===== config.mk =====
export PLATFORM = sky130hd
export DESIGN_NAME = reg_bank_slave
export DESIGN_NICKNAME = d
export VERILOG_FILES = /design/src/rtl/reg_bank_pkg.sv /design/src/rtl/bank_phase_latch.sv /design/src/rtl/bank_ctrl.sv /design/src/rtl/bank_storage.sv /design/src/rtl/reg_bank_slave.sv
export SDC_FILE = /design/constraint.sdc
export NUM_CORES = 1
export LEC_CHECK = 0
export BUFFER_PORTS_ARGS = -buffer_cell sky130_fd_sc_hd__buf_2
export CAP_MARGIN = 20
export CORE_AREA = 4 4 192 194
export CTS_BUF_LIST = sky130_fd_sc_hd__clkbuf_4 sky130_fd_sc_hd__clkbuf_8
export DETAILED_ROUTE_END_ITERATION = 6
export DIE_AREA = 0 0 196 198
export HOLD_SLACK_MARGIN = 0.12
export SKIP_CTS_REPAIR_TIMING = 1
export SYNTH_ARGS = -nofsm -noshare
export SYNTH_HDL_FRONTEND = slang
export SYNTH_SLANG_ARGS = --single-unit

===== constraint.sdc =====
create_clock -name clk -period 3 [get_ports clk]
set_input_delay 0.45 -clock clk [delete_from_list [all_inputs] [get_ports clk]]
set_output_delay 0.45 -clock clk [all_outputs]
set_load 0.02 [all_outputs]

===== src/rtl/reg_bank_pkg.sv =====
package reg_bank_pkg;

  typedef enum logic [1:0] {
    TR_IDLE   = 2'b00,
    TR_BUSY   = 2'b01,
    TR_NONSEQ = 2'b10,
    TR_SEQ    = 2'b11
  } trans_e;

  typedef enum logic [1:0] {
    RSP_OKAY  = 2'b00,
    RSP_ERROR = 2'b01
  } resp_e;

  typedef enum logic [2:0] {
    ST_IDLE,
    ST_READ,
    ST_WRITE,
    ST_ERR_WAIT,
    ST_ERR_LAST
  } state_e;

  // upper bit of the transfer code marks a real access (nonseq or seq)
  function automatic logic trans_active(input logic [1:0] t);
    return t[1];
  endfunction

endpackage


===== src/rtl/bank_phase_latch.sv =====
module bank_phase_latch #(
  parameter int IDX_W = 3
) (
  input  logic             clk,
  input  logic             rst_n,
  input  logic             cap_en_i,
  input  logic [IDX_W-1:0] idx_i,
  input  logic [2:0]       size_i,
  output logic [IDX_W-1:0] idx_o,
  output logic [2:0]       size_o
);

  logic [IDX_W-1:0] idx_q, idx_d;
  logic [2:0]       size_q, size_d;

  always_comb begin
    idx_d  = idx_q;
    size_d = size_q;
    if (cap_en_i) begin
      idx_d  = idx_i;
      size_d = size_i;
    end
  end

  always_ff @(posedge clk or negedge rst_n) begin
    if (!rst_n) begin
      idx_q  <= '0;
      size_q <= '0;
    end else begin
      idx_q  <= idx_d;
      size_q <= size_d;
    end
  end

  assign idx_o  = idx_q;
  assign size_o = size_q;

endmodule


===== src/rtl/bank_ctrl.sv =====
module bank_ctrl
  import reg_bank_pkg::*;
#(
  parameter logic [2:0] WORD_SIZE = 3'b010
) (
  input  logic       clk,
  input  logic       rst_n,
  input  logic       accept_i,
  input  logic       write_i,
  input  logic [2:0] size_i,
  output state_e     state_o,
  output logic       cap_en_o,
  output logic       we_o,
  output logic       rd_en_o,
  output logic       ready_o,
  output logic [1:0] resp_o
);

  state_e state_q, state_d;
  logic   in_err_wait;

  assign in_err_wait = (state_q == ST_ERR_WAIT);

  // next-state decision
  always_comb begin
    state_d = ST_IDLE;
    if (in_err_wait) begin
      state_d = ST_ERR_LAST;
    end else if (accept_i) begin
      if (size_i != WORD_SIZE) begin
        state_d = ST_ERR_WAIT;
      end else if (write_i) begin
        state_d = ST_WRITE;
      end else begin
        state_d = ST_READ;
      end
    end
  end

  always_ff @(posedge clk or negedge rst_n) begin
    if (!rst_n) begin
      state_q <= ST_IDLE;
    end else begin
      state_q <= state_d;
    end
  end

  // no new address phase is latched while the first error cycle holds the bus
  assign cap_en_o = accept_i && !in_err_wait;
  assign we_o     = (state_q == ST_WRITE);
  assign rd_en_o  = (state_q == ST_READ);
  assign ready_o  = !in_err_wait;

  always_comb begin
    resp_o = RSP_OKAY;
    if (in_err_wait || (state_q == ST_ERR_LAST)) begin
      resp_o = RSP_ERROR;
    end
  end

  assign state_o = state_q;

endmodule


===== src/rtl/bank_storage.sv =====
module bank_storage #(
  parameter int DATA_W   = 32,
  parameter int NUM_REGS = 8,
  parameter int IDX_W    = 3
) (
  input  logic              clk,
  input  logic              rst_n,
  input  logic              we_i,
  input  logic [IDX_W-1:0]  idx_i,
  input  logic [DATA_W-1:0] wdata_i,
  input  logic              rd_en_i,
  output logic [DATA_W-1:0] rdata_o
);

  logic [DATA_W-1:0]   regs_q [NUM_REGS];
  logic [NUM_REGS-1:0] hit;

  // one write enable per entry
  for (genvar g = 0; g < NUM_REGS; g++) begin : g_decode
    assign hit[g] = we_i && (idx_i == IDX_W'(g));
  end

  always_ff @(posedge clk or negedge rst_n) begin
    if (!rst_n) begin
      for (int i = 0; i < NUM_REGS; i++) begin
        regs_q[i] <= '0;
      end
    end else begin
      for (int i = 0; i < NUM_REGS; i++) begin
        if (hit[i]) begin
          regs_q[i] <= wdata_i;
        end
      end
    end
  end

  always_comb begin
    rdata_o = '0;
    if (rd_en_i) begin
      rdata_o = regs_q[idx_i];
    end
  end

  // a write touches exactly one entry, never one during a read cycle
  always_ff @(posedge clk) begin
    if (rst_n) begin
      a_r3_single_entry: assert ($countones(hit) == (we_i ? 1 : 0))
        else $error("write decode hit %0d entries", $countones(hit));
    end
  end

endmodule


===== src/rtl/reg_bank_slave.sv =====
module reg_bank_slave
  import reg_bank_pkg::*;
#(
  parameter int ADDR_W   = 32,
  parameter int DATA_W   = 32,
  parameter int NUM_REGS = 8
) (
  input  logic              clk,
  input  logic              rst_n,
  input  logic              sel_i,
  input  logic [ADDR_W-1:0] addr_i,
  input  logic [1:0]        trans_i,
  input  logic [2:0]        size_i,
  input  logic              write_i,
  input  logic [DATA_W-1:0] wdata_i,
  input  logic              ready_in_i,
  output logic [DATA_W-1:0] rdata_o,
  output logic              ready_out_o,
  output logic [1:0]        resp_o
);

  localparam int         BYTES     = DATA_W / 8;
  localparam int         LSB       = $clog2(BYTES);
  localparam int         IDX_W     = $clog2(NUM_REGS);
  localparam logic [2:0] WORD_SIZE = 3'(LSB);

  logic             accept;
  logic             cap_en;
  logic             we;
  logic             rd_en;
  logic [IDX_W-1:0] cur_idx;
  logic [2:0]       cur_size;
  state_e           state;
  logic             addr_unused;

  assign accept      = sel_i && ready_in_i && trans_active(trans_i);
  assign addr_unused = ^{addr_i[ADDR_W-1:LSB+IDX_W], addr_i[LSB-1:0]};

  bank_phase_latch #(
    .IDX_W (IDX_W)
  ) u_latch (
    .clk      (clk),
    .rst_n    (rst_n),
    .cap_en_i (cap_en),
    .idx_i    (addr_i[LSB +: IDX_W]),
    .size_i   (size_i),
    .idx_o    (cur_idx),
    .size_o   (cur_size)
  );

  bank_ctrl #(
    .WORD_SIZE (WORD_SIZE)
  ) u_ctrl (
    .clk      (clk),
    .rst_n    (rst_n),
    .accept_i (accept),
    .write_i  (write_i),
    .size_i   (size_i),
    .state_o  (state),
    .cap_en_o (cap_en),
    .we_o     (we),
    .rd_en_o  (rd_en),
    .ready_o  (ready_out_o),
    .resp_o   (resp_o)
  );

  bank_storage #(
    .DATA_W   (DATA_W),
    .NUM_REGS (NUM_REGS),
    .IDX_W    (IDX_W)
  ) u_store (
    .clk     (clk),
    .rst_n   (rst_n),
    .we_i    (we),
    .idx_i   (cur_idx),
    .wdata_i (wdata_i),
    .rd_en_i (rd_en),
    .rdata_o (rdata_o)
  );

  // a wait cycle is always an error cycle
  a_r6_wait_is_error: assert property (@(posedge clk) disable iff (!rst_n)
    !ready_out_o |-> resp_o == RSP_ERROR);

  // the wait cycle is followed by a ready error cycle
  a_r6_error_tail: assert property (@(posedge clk) disable iff (!rst_n)
    !ready_out_o |=> (ready_out_o && resp_o == RSP_ERROR));

  // a taken non-word phase stalls the next cycle
  a_r6_odd_size_stalls: assert property (@(posedge clk) disable iff (!rst_n)
    (accept && size_i != WORD_SIZE && state != ST_ERR_WAIT) |=> !ready_out_o);

  // storage is only written for a latched word access
  a_r6_word_only_write: assert property (@(posedge clk) disable iff (!rst_n)
    we |-> cur_size == WORD_SIZE);

  // nothing taken means a quiet, ready, OKAY next cycle
  a_r2_quiet_when_ignored: assert property (@(posedge clk) disable iff (!rst_n)
    (!accept && state != ST_ERR_WAIT) |=>
      (ready_out_o && resp_o == RSP_OKAY && rdata_o == '0));

  // read data cycles are zero-wait OKAY
  a_r4_read_okay: assert property (@(posedge clk) disable iff (!rst_n)
    rd_en |-> (ready_out_o && resp_o == RSP_OKAY));

endmodule


Word level (Yosys, flattened, before mapping)
Index checks and enable logic that the tools add are counted.

Output and inout port bits: 35. Bits of input ports: 74. Logic and storage cells: 47. Register bits after elaboration: 262.

Magnitude comparators: 1. Reductions and logical operators: 14. Bitwise gates (word level): 1. Multiplexer cells: 9. Equal/unequal tests: 12.

Operator list (number): binary-select mux 32 bit (select 3 bit) (1); two-way mux 32 bit (3); equality test 3 bit, second input constant (5); equality test 3 x 2 -> 1 bit, second input constant (4); logical AND 1 bit (11); two-way mux 3 bit (3); equality test 3 x 1 -> 1 bit, second input constant (2); greater-or-equal comparator 4 bit, second input constant (1); NOT 3 -> 4 bit (1); zero test 3 bit (1); inequality test 3 x 2 -> 1 bit, second input constant (1); two-way mux 2 bit (1); zero test 1 bit (1); logical OR 1 bit (1); two-way mux 1 bit (1).

Depth between registers and ports, before layout
Gate-level depths: netlist of run 1.

Depth in word-level cells: 5. Gate-level depth with buffers: 6. Mapped depth without buffers: 3.

Cells and area by module
From an unflattened synthesis of run 1, not the netlist that was laid out.

Cell total of the unflattened synthesis: 802. Area, all modules: 12340.6 sq um.

Modules (own cells, without submodules): bank_storage (cells an instance 771, area an instance 11895.2 sq um, instances 1, seq. area each 6406.1 sq um); bank_phase_latch (cells an instance 13, area an instance 251.5 sq um, instances 1, seq. area each 150.1 sq um); bank_ctrl (cells an instance 17, area an instance 187.7 sq um, instances 1, seq. area each 75.1 sq um); reg_bank_slave (cells an instance 1, area an instance 6.3 sq um, instances 1, seq. area each 0.0 sq um).

Worst setup path after synthesis of run 1
OpenSTA, ideal clock, no wires.

Path type: reg2out. From: register u_latch.idx_q[2], in the netlist u_latch.idx_o[2]. To: output port rdata_o[1]. Arrival time: 1.671 ns. Setup slack: 0.879 ns. Data required time: 2.550 ns. Stages on the path, launching flop included: 7. Cell sequence: dfrtp_1 > buf_2 > or2_2 > buf_2 > buf_1 > o22a_1 > a21oi_1.

Word-level cells in the longest chain between the ends: 5.

RTL lines: start: declaration (RTL line bank_phase_latch.sv:13) `logic [IDX_W-1:0] idx_q, idx_d;`; start signal: assignment (RTL line bank_phase_latch.sv:30) `idx_q <= idx_d;`; NOT 3 -> 4 bit (implied by the code) (RTL line bank_storage.sv:40) `rdata_o = regs_q[idx_i];`; binary-select mux 32 bit (select 3 bit) (RTL line bank_storage.sv:40); two-way mux 32 bit (implied by the code) (2 in series) (RTL line bank_storage.sv:40); two-way mux 32 bit (RTL line bank_storage.sv:39) `if (rd_en_i) begin`; end: declaration (RTL line reg_bank_slave.sv:17) `output logic [DATA_W-1:0] rdata_o,`.

No other way between the ends. The select of a mux whose other input is x is not followed.

Worst setup path after layout of run 1
From: register u_latch.idx_q[1], in the netlist u_latch.idx_o[1]. To: output port rdata_o[13].

The elaborated chain is that of the path after synthesis.

==> results.toml, run 1 <==
[setup_path]
cp_slowest_cell = "sky130_fd_sc_hd__dfrtp_4"
timing.critical_path.cells = "buf_12 -> mux2_2 -> o221a_2 -> o221a_2 -> buf_2"
crit_path_max_fanout = 25
crit_arrival_ps = 2390
critPathBufInv = 2
start_kind = "flip-flop"
setup.worst_path.end_class = "output port"
reg2reg_setup_slack_ps = 490
timing.reg2reg.worst_path_depth = 6
worst_ep_required_time_ps = 2550
timing.rr.start = "u_latch.idx_o[1]"
cp_slowest_stage_delay_ps = 560
category_of_the_most_critical_setup_path = "flip-flop to output port"
critical-path-top-cell-by-count = "sky130_fd_sc_hd__o221a_2"
rr_endpoint = "u_store.regs_q[250]"
cp_top_family = "flip-flops"

[logic_synthesis]
asyncSetResetFlopFracSynth_pct = 100
dominantRegCellSynth = "sky130_fd_sc_hd__dfrtp_1"
synth.yosys.warnings = 0
synth_top_cells_by_area = "sky130_fd_sc_hd__dfrtp_1 (54%), sky130_fd_sc_hd__mux2_2 (22%), sky130_fd_sc_hd__mux2i_1 (6.4%)"
syn-mean-instance-area_um2 = 14.5
post_synth_inst_count = 840
mappedNetlistArea_mm2 = 0.0122
synthDominantCellAreaShare_pct = 53.9
mappedNetlistNets = 914
seq_area_frac_synth_pct = 53.9
netlist.top_cell.by_area = "sky130_fd_sc_hd__dfrtp_1"
post_synth_num_cell_types = 38
synth.ff_latch_count = 262
synth-edff-count = 0

[drt]
residual_antenna_violating_net_count_after_detailed_routing = 0
detailroute.via_count = 7403
drt_iter0_drc = 360
detailedRoute.firstPassIterationCount = 4
drc_errors = 0
avgRoutedWirePerCell_um = 20.7
vias_per_cell = 5.14
route.final.wire_length_um = 29700

[worst_hold_path]
hold_path_end = "u_latch.idx_o[0]"
hp-start = "addr_i[2]"
whs_path_depth = 2
hold_path_class = "input pin to flip-flop"

[timing]
maxClockFrequency_mhz = 352
worst_clock_skew_ps = 18.5
grt_setup_unrepaired = "false"
worstMarginPinSlew_ps = 642
maxSlewHeadroom_pct = 57.2
worst_hold_slack_ps = 154
min_period_over_period_pct = 94.6
finalWorstPathRequiredPeriod_ps = 2840
final-max-slew-violation-count = 0
hold_viol_final = 0
setup_viol = 0

[placed_design]
port_buffers = 77
routabilityCongestion = 0.719
place_inst = 1351
post_dp_cell_area_mm2 = 0.0132
dp_hpwl_um = 18200

[cts]
clock_latency_ps = 550
root_buffer = "sky130_fd_sc_hd__clkbuf_8"
number_of_h_tree_levels = 2
tritoncts.num_buffers = 46
register_clock_pin_slew_on_the_reported_worst_setup_and_hold_paths_ps = 60
cts.path.max_buffers = 3
tritoncts = "done"
cts_sinks = 262

[layout]
num_antenna_cells = 0
final_cells = 1439
layout.cell_area.non_filler_mm2 = 0.0142
nets = 1022
post_route_cells_drive_above_1_share_pct = 51.8
syn2layout_area_growth_pct = 16.9
fin_util_pct = 40.4

[global_route]
grt_overall_usage_pct = 15.3
total_grt_overflow = 0
grt_pass1_wl_um = 46700
antenna_violations_before_repair = 2
grt_pass1_vias = 7921
grt_start_max_net_pins = 80

[floorplan]
boundaryPins = 109
starting_density_of_the_core_pct = 34.5
floorplan.die_area_mm2 = 0.0388
chipWidth_um = 196
placementRows = 69
core_region_area_mm2 = 0.0352
vertical_die_dimension_um = 198

[power_and_ir_drop]
cellLeakagePower_uw = 0.00662
power_density_mw_per_mm2 = 815
vdd.ir_drop.worst_mv = 0.379
p_total_uw = 11600

[job]
cap_viol_max_count = 0

[outcome]
status = "complete, no violations"
[per-stage QoR]
step / setup TNS (ps) / worst slack, ps
floorplan: 0 / 879
global placement: 0 / 564
detailed placement: 0 / 528
CTS: -110 / -64.5
global route: 0 / 60.1
finish: 0 / 162
[worst max path at each step]
| stage | start | to | slack (ps) | cells after the start |
|---|---|---|---|---|
| floorplan | u_latch.idx_o[2] | rdata_o[1] | 880 | 6 |
| global placement | u_latch.idx_o[0] | rdata_o[30] | 560 | 4 |
| detailed placement | u_latch.idx_o[0] | rdata_o[30] | 530 | 4 |
| CTS | u_latch.idx_o[0] | rdata_o[30] | -60 | 4 |
| global route | u_latch.idx_o[1] | rdata_o[10] | 60 | 6 |
| finish | u_latch.idx_o[1] | rdata_o[13] | 160 | 5 |
[cells by family after synthesis]
logic type / Yosys count / synth area share (%)
mux: 355 / 33.0
compound gates: 108 / 7.00
flops: 262 / 53.9
buf+inv: 66 / 3.28
simple gates: 48 / 2.77
other cells: 1 / 0.0308
[routing by layer]
| metal | vias up | routed length [um] | track usage (%) |
|---|---|---|---|
| li1 | 3350 | - | - |
| met5 | - | 16 | 0 |
| met1 | 3861 | 14200 | 21.5 |
| met4 | 4 | 662 | 3.98 |
| met3 | 54 | 1230 | 2.99 |
| met2 | 134 | 13600 | 24.4 |
[state kept, by name (all words and copies together), names as in the netlist]
| signal | flops |
|---|---|
| u_store.regs_q | 256 |
| u_ctrl.state_o | 3 |
| u_latch.idx_o | 3 |
[cells in the final DEF (no fill, tap or decap), types with 2 or more instances in the layout]
cell                         n
sky130_fd_sc_hd__mux2_1     12
sky130_fd_sc_hd__a21oi_1    10
sky130_fd_sc_hd__or2_4       2
sky130_fd_sc_hd__nand3b_1    3
sky130_fd_sc_hd__o221ai_1   10
sky130_fd_sc_hd__buf_12     11
sky130_fd_sc_hd__nand2b_2    2
sky130_fd_sc_hd__o21ai_0    12
sky130_fd_sc_hd__buf_2      76
sky130_fd_sc_hd__nor3_4      2
sky130_fd_sc_hd__buf_4      35
sky130_fd_sc_hd__o221a_2    26
sky130_fd_sc_hd__clkbuf_4   17
sky130_fd_sc_hd__nor3b_1    17
sky130_fd_sc_hd__a211oi_1   17
sky130_fd_sc_hd__nand3_1     2
sky130_fd_sc_hd__mux2_2    235
sky130_fd_sc_hd__clkinv_2    3
sky130_fd_sc_hd__dfrtp_1   260
sky130_fd_sc_hd__nor2_4      4
sky130_fd_sc_hd__mux2i_1    78
sky130_fd_sc_hd__inv_1       2
sky130_fd_sc_hd__o22ai_1    22
sky130_fd_sc_hd__clkbuf_8   56
sky130_fd_sc_hd__nand2_1     4
sky130_fd_sc_hd__nand2b_1    2
sky130_fd_sc_hd__o22a_1     10
sky130_fd_sc_hd__mux2_4     30
[report_power, final]
group | internal (uW) | leakage (uW) | switching (uW) | total (uW)
combinational | 1710 | 0.00279 | 1180 | 2890
clock | 1890 | 0.000499 | 1410 | 3290
sequential | 4770 | 0.00334 | 626 | 5400
[area by class of cell]
cell class	instances	area, um2
Fill cell	3379	21000
Multi-Input combinational cell	512	5250
Clock buffer	73	898
Sequential cell	262	6560
Tap cell	461	577
Clock inverter	5	33.8
Timing Repair Buffer	124	888
Inverter	2	7.51
[worst reg2reg max path: stages, from the launching register on]
cell,delay (ps)
sky130_fd_sc_hd__dfrtp_4,580
sky130_fd_sc_hd__buf_4,190
sky130_fd_sc_hd__buf_12,160
sky130_fd_sc_hd__nor3b_1,440
sky130_fd_sc_hd__nand2b_4,400
sky130_fd_sc_hd__buf_12,310
sky130_fd_sc_hd__mux2_4,310
[synth_stat cells (10+ instances only)]
master                     instances
sky130_fd_sc_hd__buf_2            19
sky130_fd_sc_hd__o221ai_1         10
sky130_fd_sc_hd__o221a_2          26
sky130_fd_sc_hd__a21oi_1          10
sky130_fd_sc_hd__dfrtp_1         262
sky130_fd_sc_hd__nor3b_1          18
sky130_fd_sc_hd__a211oi_1         17
sky130_fd_sc_hd__mux2_2          235
sky130_fd_sc_hd__buf_4            18
sky130_fd_sc_hd__mux2_1           12
sky130_fd_sc_hd__o21ai_0          12
sky130_fd_sc_hd__o22a_1           10
sky130_fd_sc_hd__o22ai_1          22
sky130_fd_sc_hd__mux2_4           30
sky130_fd_sc_hd__mux2i_1          78
sky130_fd_sc_hd__clkbuf_1         17
Power figures use the tool's default switching activity.
==> inputs of run 2 (changes only) <==
--- a/config.mk
+++ b/config.mk
@@ -5,7 +5,7 @@
 export SDC_FILE = /design/constraint.sdc
 export NUM_CORES = 1
 export LEC_CHECK = 0
-export BUFFER_PORTS_ARGS = -buffer_cell sky130_fd_sc_hd__buf_2
+export BUFFER_PORTS_ARGS = -buffer_cell sky130_fd_sc_hd__clkbuf_2
 export CAP_MARGIN = 20
 export CORE_AREA = 4 4 192 194
 export CTS_BUF_LIST = sky130_fd_sc_hd__clkbuf_4 sky130_fd_sc_hd__clkbuf_8
==> results.toml, run 2 (synthesized netlist as in run 1, its figures left out) <==
[power_and_ir_drop]
vdd.ir_drop.worst_mv = 0.313
p_total_uw = 11600
cellLeakagePower_uw = 0.00659
power_density_mw_per_mm2 = 820

[floorplan]
chipWidth_um = 196
core_region_area_mm2 = 0.0352
placementRows = 69
floorplan.die_area_mm2 = 0.0388
boundaryPins = 109
vertical_die_dimension_um = 198
starting_density_of_the_core_pct = 34.5

[timing]
hold_viol_final = 0
worst_clock_skew_ps = 38.1
final-max-slew-violation-count = 0
grt_setup_unrepaired = "false"
maxClockFrequency_mhz = 351
worst_hold_slack_ps = 140
maxSlewHeadroom_pct = 50.7
worstMarginPinSlew_ps = 739
min_period_over_period_pct = 95.0
finalWorstPathRequiredPeriod_ps = 2850
setup_viol = 0

[drt]
residual_antenna_violating_net_count_after_detailed_routing = 0
vias_per_cell = 5.17
avgRoutedWirePerCell_um = 20.8
drt_iter0_drc = 298
detailedRoute.firstPassIterationCount = 4
drc_errors = 0
route.final.wire_length_um = 29900
detailroute.via_count = 7435

[layout]
final_cell_mix = "sky130_fd_sc_hd__dfrtp_1 (260), sky130_fd_sc_hd__mux2_2 (235), sky130_fd_sc_hd__mux2i_1 (78), sky130_fd_sc_hd__clkbuf_2 (76), sky130_fd_sc_hd__clkbuf_8 (53)"
num_antenna_cells = 0
most_frequent_standard_cell_in_the_layout_excluding_fill_and_tap_cells = "sky130_fd_sc_hd__dfrtp_1"
syn2layout_area_growth_pct = 16.4
fin_util_pct = 40.2
max_reg_flops = 256
largest_register = "u_store.regs_q"
nets = 1020
multi_input_combinational_cell_area_mm2 = 0.00525
regArea_mm2 = 0.00656
fillers = 3397
post_route_cells_drive_above_1_share_pct = 51.8
final_cells = 1438

[setup_path]
setup.worst_path.end_class = "output port"
crit_arrival_ps = 2400
reg2reg_setup_slack_ps = 640
worst_ep_required_time_ps = 2550
crit_path_max_fanout = 13
start_kind = "flip-flop"
category_of_the_most_critical_setup_path = "flip-flop to output port"

[cts]
tritoncts.num_buffers = 45
register_clock_pin_slew_on_the_reported_worst_setup_and_hold_paths_ps = 60
number_of_h_tree_levels = 2
tritoncts = "done"
cts.path.max_buffers = 3
root_buffer = "sky130_fd_sc_hd__clkbuf_8"
clock_latency_ps = 580
cts_sinks = 262

[job]
cap_viol_max_count = 0

[global_route]
grt_overall_usage_pct = 15.4
antenna_violations_before_repair = 3
grt_pass1_wl_um = 47000
grt_start_max_net_pins = 91
total_grt_overflow = 0
grt_pass1_vias = 8157

[placed_design]
port_buffers = 77
place_inst = 1355
dp_hpwl_um = 18300
routabilityCongestion = 0.709

[worst_hold_path]
hold_path_class = "input pin to flip-flop"

[outcome]
status = "complete, no violations"
## run 2: final timing paths
| kind | end | startpoint | cells past startpoint |
|---|---|---|---|
| min in group asynchronous | u_store.regs_q[231] | rst_n | 2 |
| setup reg to reg | u_store.regs_q[153] | u_latch.idx_o[1] | 6 |
| setup / recovery | rdata_o[28] | u_latch.idx_o[0] | 5 |
| max in group asynchronous | u_store.regs_q[118] | rst_n | 3 |
| hold / removal | u_latch.idx_o[0] | addr_i[2] | 2 |
| hold reg to reg | u_store.regs_q[68] | u_store.regs_q[68] | 1 |
## run 2: per-stage QoR
| step | setup slack, ps | instance area (um2) | setup TNS (ps) |
|---|---|---|---|
| 2_1_floorplan | 879 | 12200 | 0 |
| 3_3_place_gp | 539 | 13200 | 0 |
| 3_5_place_dp | 553 | 13200 | 0 |
| 4_1_cts | -81.1 | 14100 | -368 |
| 5_1_grt | 24.9 | 14100 | 0 |
| 6_report | 151 | 14100 | 0 |
## run 2: routing by layer
metal / part of all wire [%] / track usage (%)
met5: 0.11 / 0
met2: 48 / 25.9
met1: 45 / 20.3
met4: 2.1 / 3.98
met3: 4.4 / 3.08
## run 2: layout make-up
type | count | share of cell area (%)
Timing Repair Buffer | 123 | 5.72
Clock buffer | 70 | 6.06
Sequential cell | 262 | 46.4
Clock inverter | 8 | 0.610
Multi-Input combinational cell | 512 | 37.1
Tap cell | 461 | 4.08
Inverter | 2 | 0.0531
## run 2: worst max-delay path: stages, from the launching register on
cell                       delay, ps
sky130_fd_sc_hd__dfrtp_2         540
sky130_fd_sc_hd__buf_4           220
sky130_fd_sc_hd__nand3b_1        450
sky130_fd_sc_hd__o21ai_0         380
sky130_fd_sc_hd__a21oi_1          90
sky130_fd_sc_hd__clkbuf_2        170
## run 2: power by group
group / internal (uW) / switching, uW
clock: 1910 / 1450
sequential: 4770 / 627
combinational: 1680 / 1170
==> inputs of run 3 (changes only) <==
--- a/config.mk
+++ b/config.mk
@@ -12,6 +12,7 @@
 export DETAILED_ROUTE_END_ITERATION = 6
 export DIE_AREA = 0 0 196 198
 export HOLD_SLACK_MARGIN = 0.12
+export RECOVER_POWER = 100
 export SKIP_CTS_REPAIR_TIMING = 1
 export SYNTH_ARGS = -nofsm -noshare
 export SYNTH_HDL_FRONTEND = slang
==> results.toml, run 3 (synthesized netlist as in run 1, its figures left out) <==
[layout]
most_frequent_standard_cell_in_the_layout_excluding_fill_and_tap_cells = "sky130_fd_sc_hd__dfrtp_1"
post_route_cells_drive_above_1_share_pct = 45.4
num_antenna_cells = 0
final_cells = 1438
max_reg_flops = 256
final_cell_mix = "sky130_fd_sc_hd__dfrtp_1 (260), sky130_fd_sc_hd__mux2_2 (235), sky130_fd_sc_hd__mux2i_1 (78), sky130_fd_sc_hd__clkbuf_2 (67), sky130_fd_sc_hd__clkbuf_8 (53)"
fillers = 3456
fin_util_pct = 39.4
nets = 1020
syn2layout_area_growth_pct = 14.1
largest_register = "u_store.regs_q"

[setup_path]
reg2reg_setup_slack_ps = 220
cp_slowest_stage_delay_ps = 540
worst_ep_required_time_ps = 2550
start_kind = "flip-flop"
timing.critical_path.cells = "buf_4 -> nand3b_1 -> o21ai_0 -> a21oi_1 -> clkbuf_2"
crit_arrival_ps = 2410
cp_slowest_cell = "sky130_fd_sc_hd__dfrtp_2"
setup.worst_path.end_class = "output port"
crit_path_max_fanout = 13
timing.reg2reg.worst_path_depth = 5
category_of_the_most_critical_setup_path = "flip-flop to output port"

[global_route]
grt_pass1_wl_um = 47000
antenna_violations_before_repair = 3
total_grt_overflow = 0
grt_start_max_net_pins = 91
grt_overall_usage_pct = 15.4
grt_pass1_vias = 8157

[job]
cap_viol_max_count = 1

[cts]
root_buffer = "sky130_fd_sc_hd__clkbuf_8"
number_of_h_tree_levels = 2
clock_latency_ps = 580
register_clock_pin_slew_on_the_reported_worst_setup_and_hold_paths_ps = 60
cts_sinks = 262
tritoncts.num_buffers = 45
tritoncts = "done"
cts.path.max_buffers = 3

[outcome]
violations = "max-capacitance violations, max-slew violations"
status = "finished, violations left"

[placed_design]
place_inst = 1355
dp_hpwl_um = 18300
routabilityCongestion = 0.709
port_buffers = 77

[floorplan]
floorplan.die_area_mm2 = 0.0388
boundaryPins = 109
placementRows = 69
starting_density_of_the_core_pct = 34.5
vertical_die_dimension_um = 198
core_region_area_mm2 = 0.0352
chipWidth_um = 196

[drt]
drc_errors = 0
detailroute.via_count = 7491
residual_antenna_violating_net_count_after_detailed_routing = 0
detailedRoute.firstPassIterationCount = 4
route.final.wire_length_um = 29800
drt_iter0_drc = 337
vias_per_cell = 5.21
avgRoutedWirePerCell_um = 20.7

[timing]
worstMarginPinSlew_ps = 1520
min_period_over_period_pct = 95.2
setup_viol = 0
grt_setup_unrepaired = "false"
hold_viol_final = 0
final-max-slew-violation-count = 63
worst_clock_skew_ps = 39.2
fin_tns_setup_ps = 0
maxClockFrequency_mhz = 350
finalWorstPathRequiredPeriod_ps = 2860
maxSlewHeadroom_pct = -1.35

[power_and_ir_drop]
power_density_mw_per_mm2 = 824
vdd.ir_drop.worst_mv = 0.311
cellLeakagePower_uw = 0.00629

[worst_hold_path]
whs_path_depth = 2
hold_path_class = "input pin to flip-flop"
==> run 3: cell count changes in the layout (fill, tap and decap cells not counted), moves of 2 or more <==
cell                       delta
sky130_fd_sc_hd__mux2_4      -27
sky130_fd_sc_hd__clkbuf_1    +31
sky130_fd_sc_hd__nor3_4       -2
sky130_fd_sc_hd__clkbuf_2     -9
sky130_fd_sc_hd__buf_12       -4
sky130_fd_sc_hd__nor3_1       +2
sky130_fd_sc_hd__mux2_1      +27
sky130_fd_sc_hd__buf_4       -21
sky130_fd_sc_hd__clkbuf_4     +2
==> run 3: layout make-up <==
class	count	area (um2)	share of cell area, %
Clock inverter	8	86.3	0.622
Multi-Input combinational cell	512	5120	36.9
Inverter	2	7.51	0.0541
Sequential cell	262	6560	47.3
Tap cell	461	577	4.16
Clock buffer	70	857	6.18
Timing Repair Buffer	123	671	4.83
==> run 3: worst paths after layout <==
kind,start,end
min in group asynchronous,rst_n,u_store.regs_q[231]
worst min-delay path,addr_i[2],u_latch.idx_o[0]
worst min register to register,u_store.regs_q[68],u_store.regs_q[68]
max in group asynchronous,rst_n,u_store.regs_q[118]
worst max-delay path,u_latch.idx_o[0],rdata_o[28]
worst max register to register,u_latch.idx_o[0],u_store.regs_q[242]
==> run 3: critical path: cells and delay by family (launching register included) <==
family          cells  cell delay (ps)
flops               1              540
buf+inv             2              390
compound gates      2              470
simple gates        1              450
==> run 3: per-stage QoR <==
step           instance area [um2]  hold WS (ps)  power, uW  setup slack, ps
3_5_place_dp                 13200           470       8300              553
6_report                     13900           143      11400              144
2_1_floorplan                12200           154       7500              879
5_1_grt                      13900           127      12100             26.2
3_3_place_gp                 13200           465       8180              539
4_1_cts                      14100         -98.0      11700            -81.1
==> run 3: where the power goes <==
| part | leakage (uW) | internal [uW] | switching, uW |
|---|---|---|---|
| clock network | 0.000507 | 1910 | 1450 |
| registers | 0.00334 | 4770 | 618 |
| logic | 0.00245 | 1530 | 1160 |
==> run 3: per-layer routing <==
| layer | vias to the layer above | GRT usage, % | part of all wire, % |
|---|---|---|---|
| met5 | - | 0 | 0.12 |
| met4 | 6 | 3.98 | 1.9 |
| met3 | 49 | 3.08 | 3.9 |
| met2 | 145 | 25.9 | 48 |
| met1 | 3934 | 20.3 | 46 |
| li1 | 3357 | - | - |
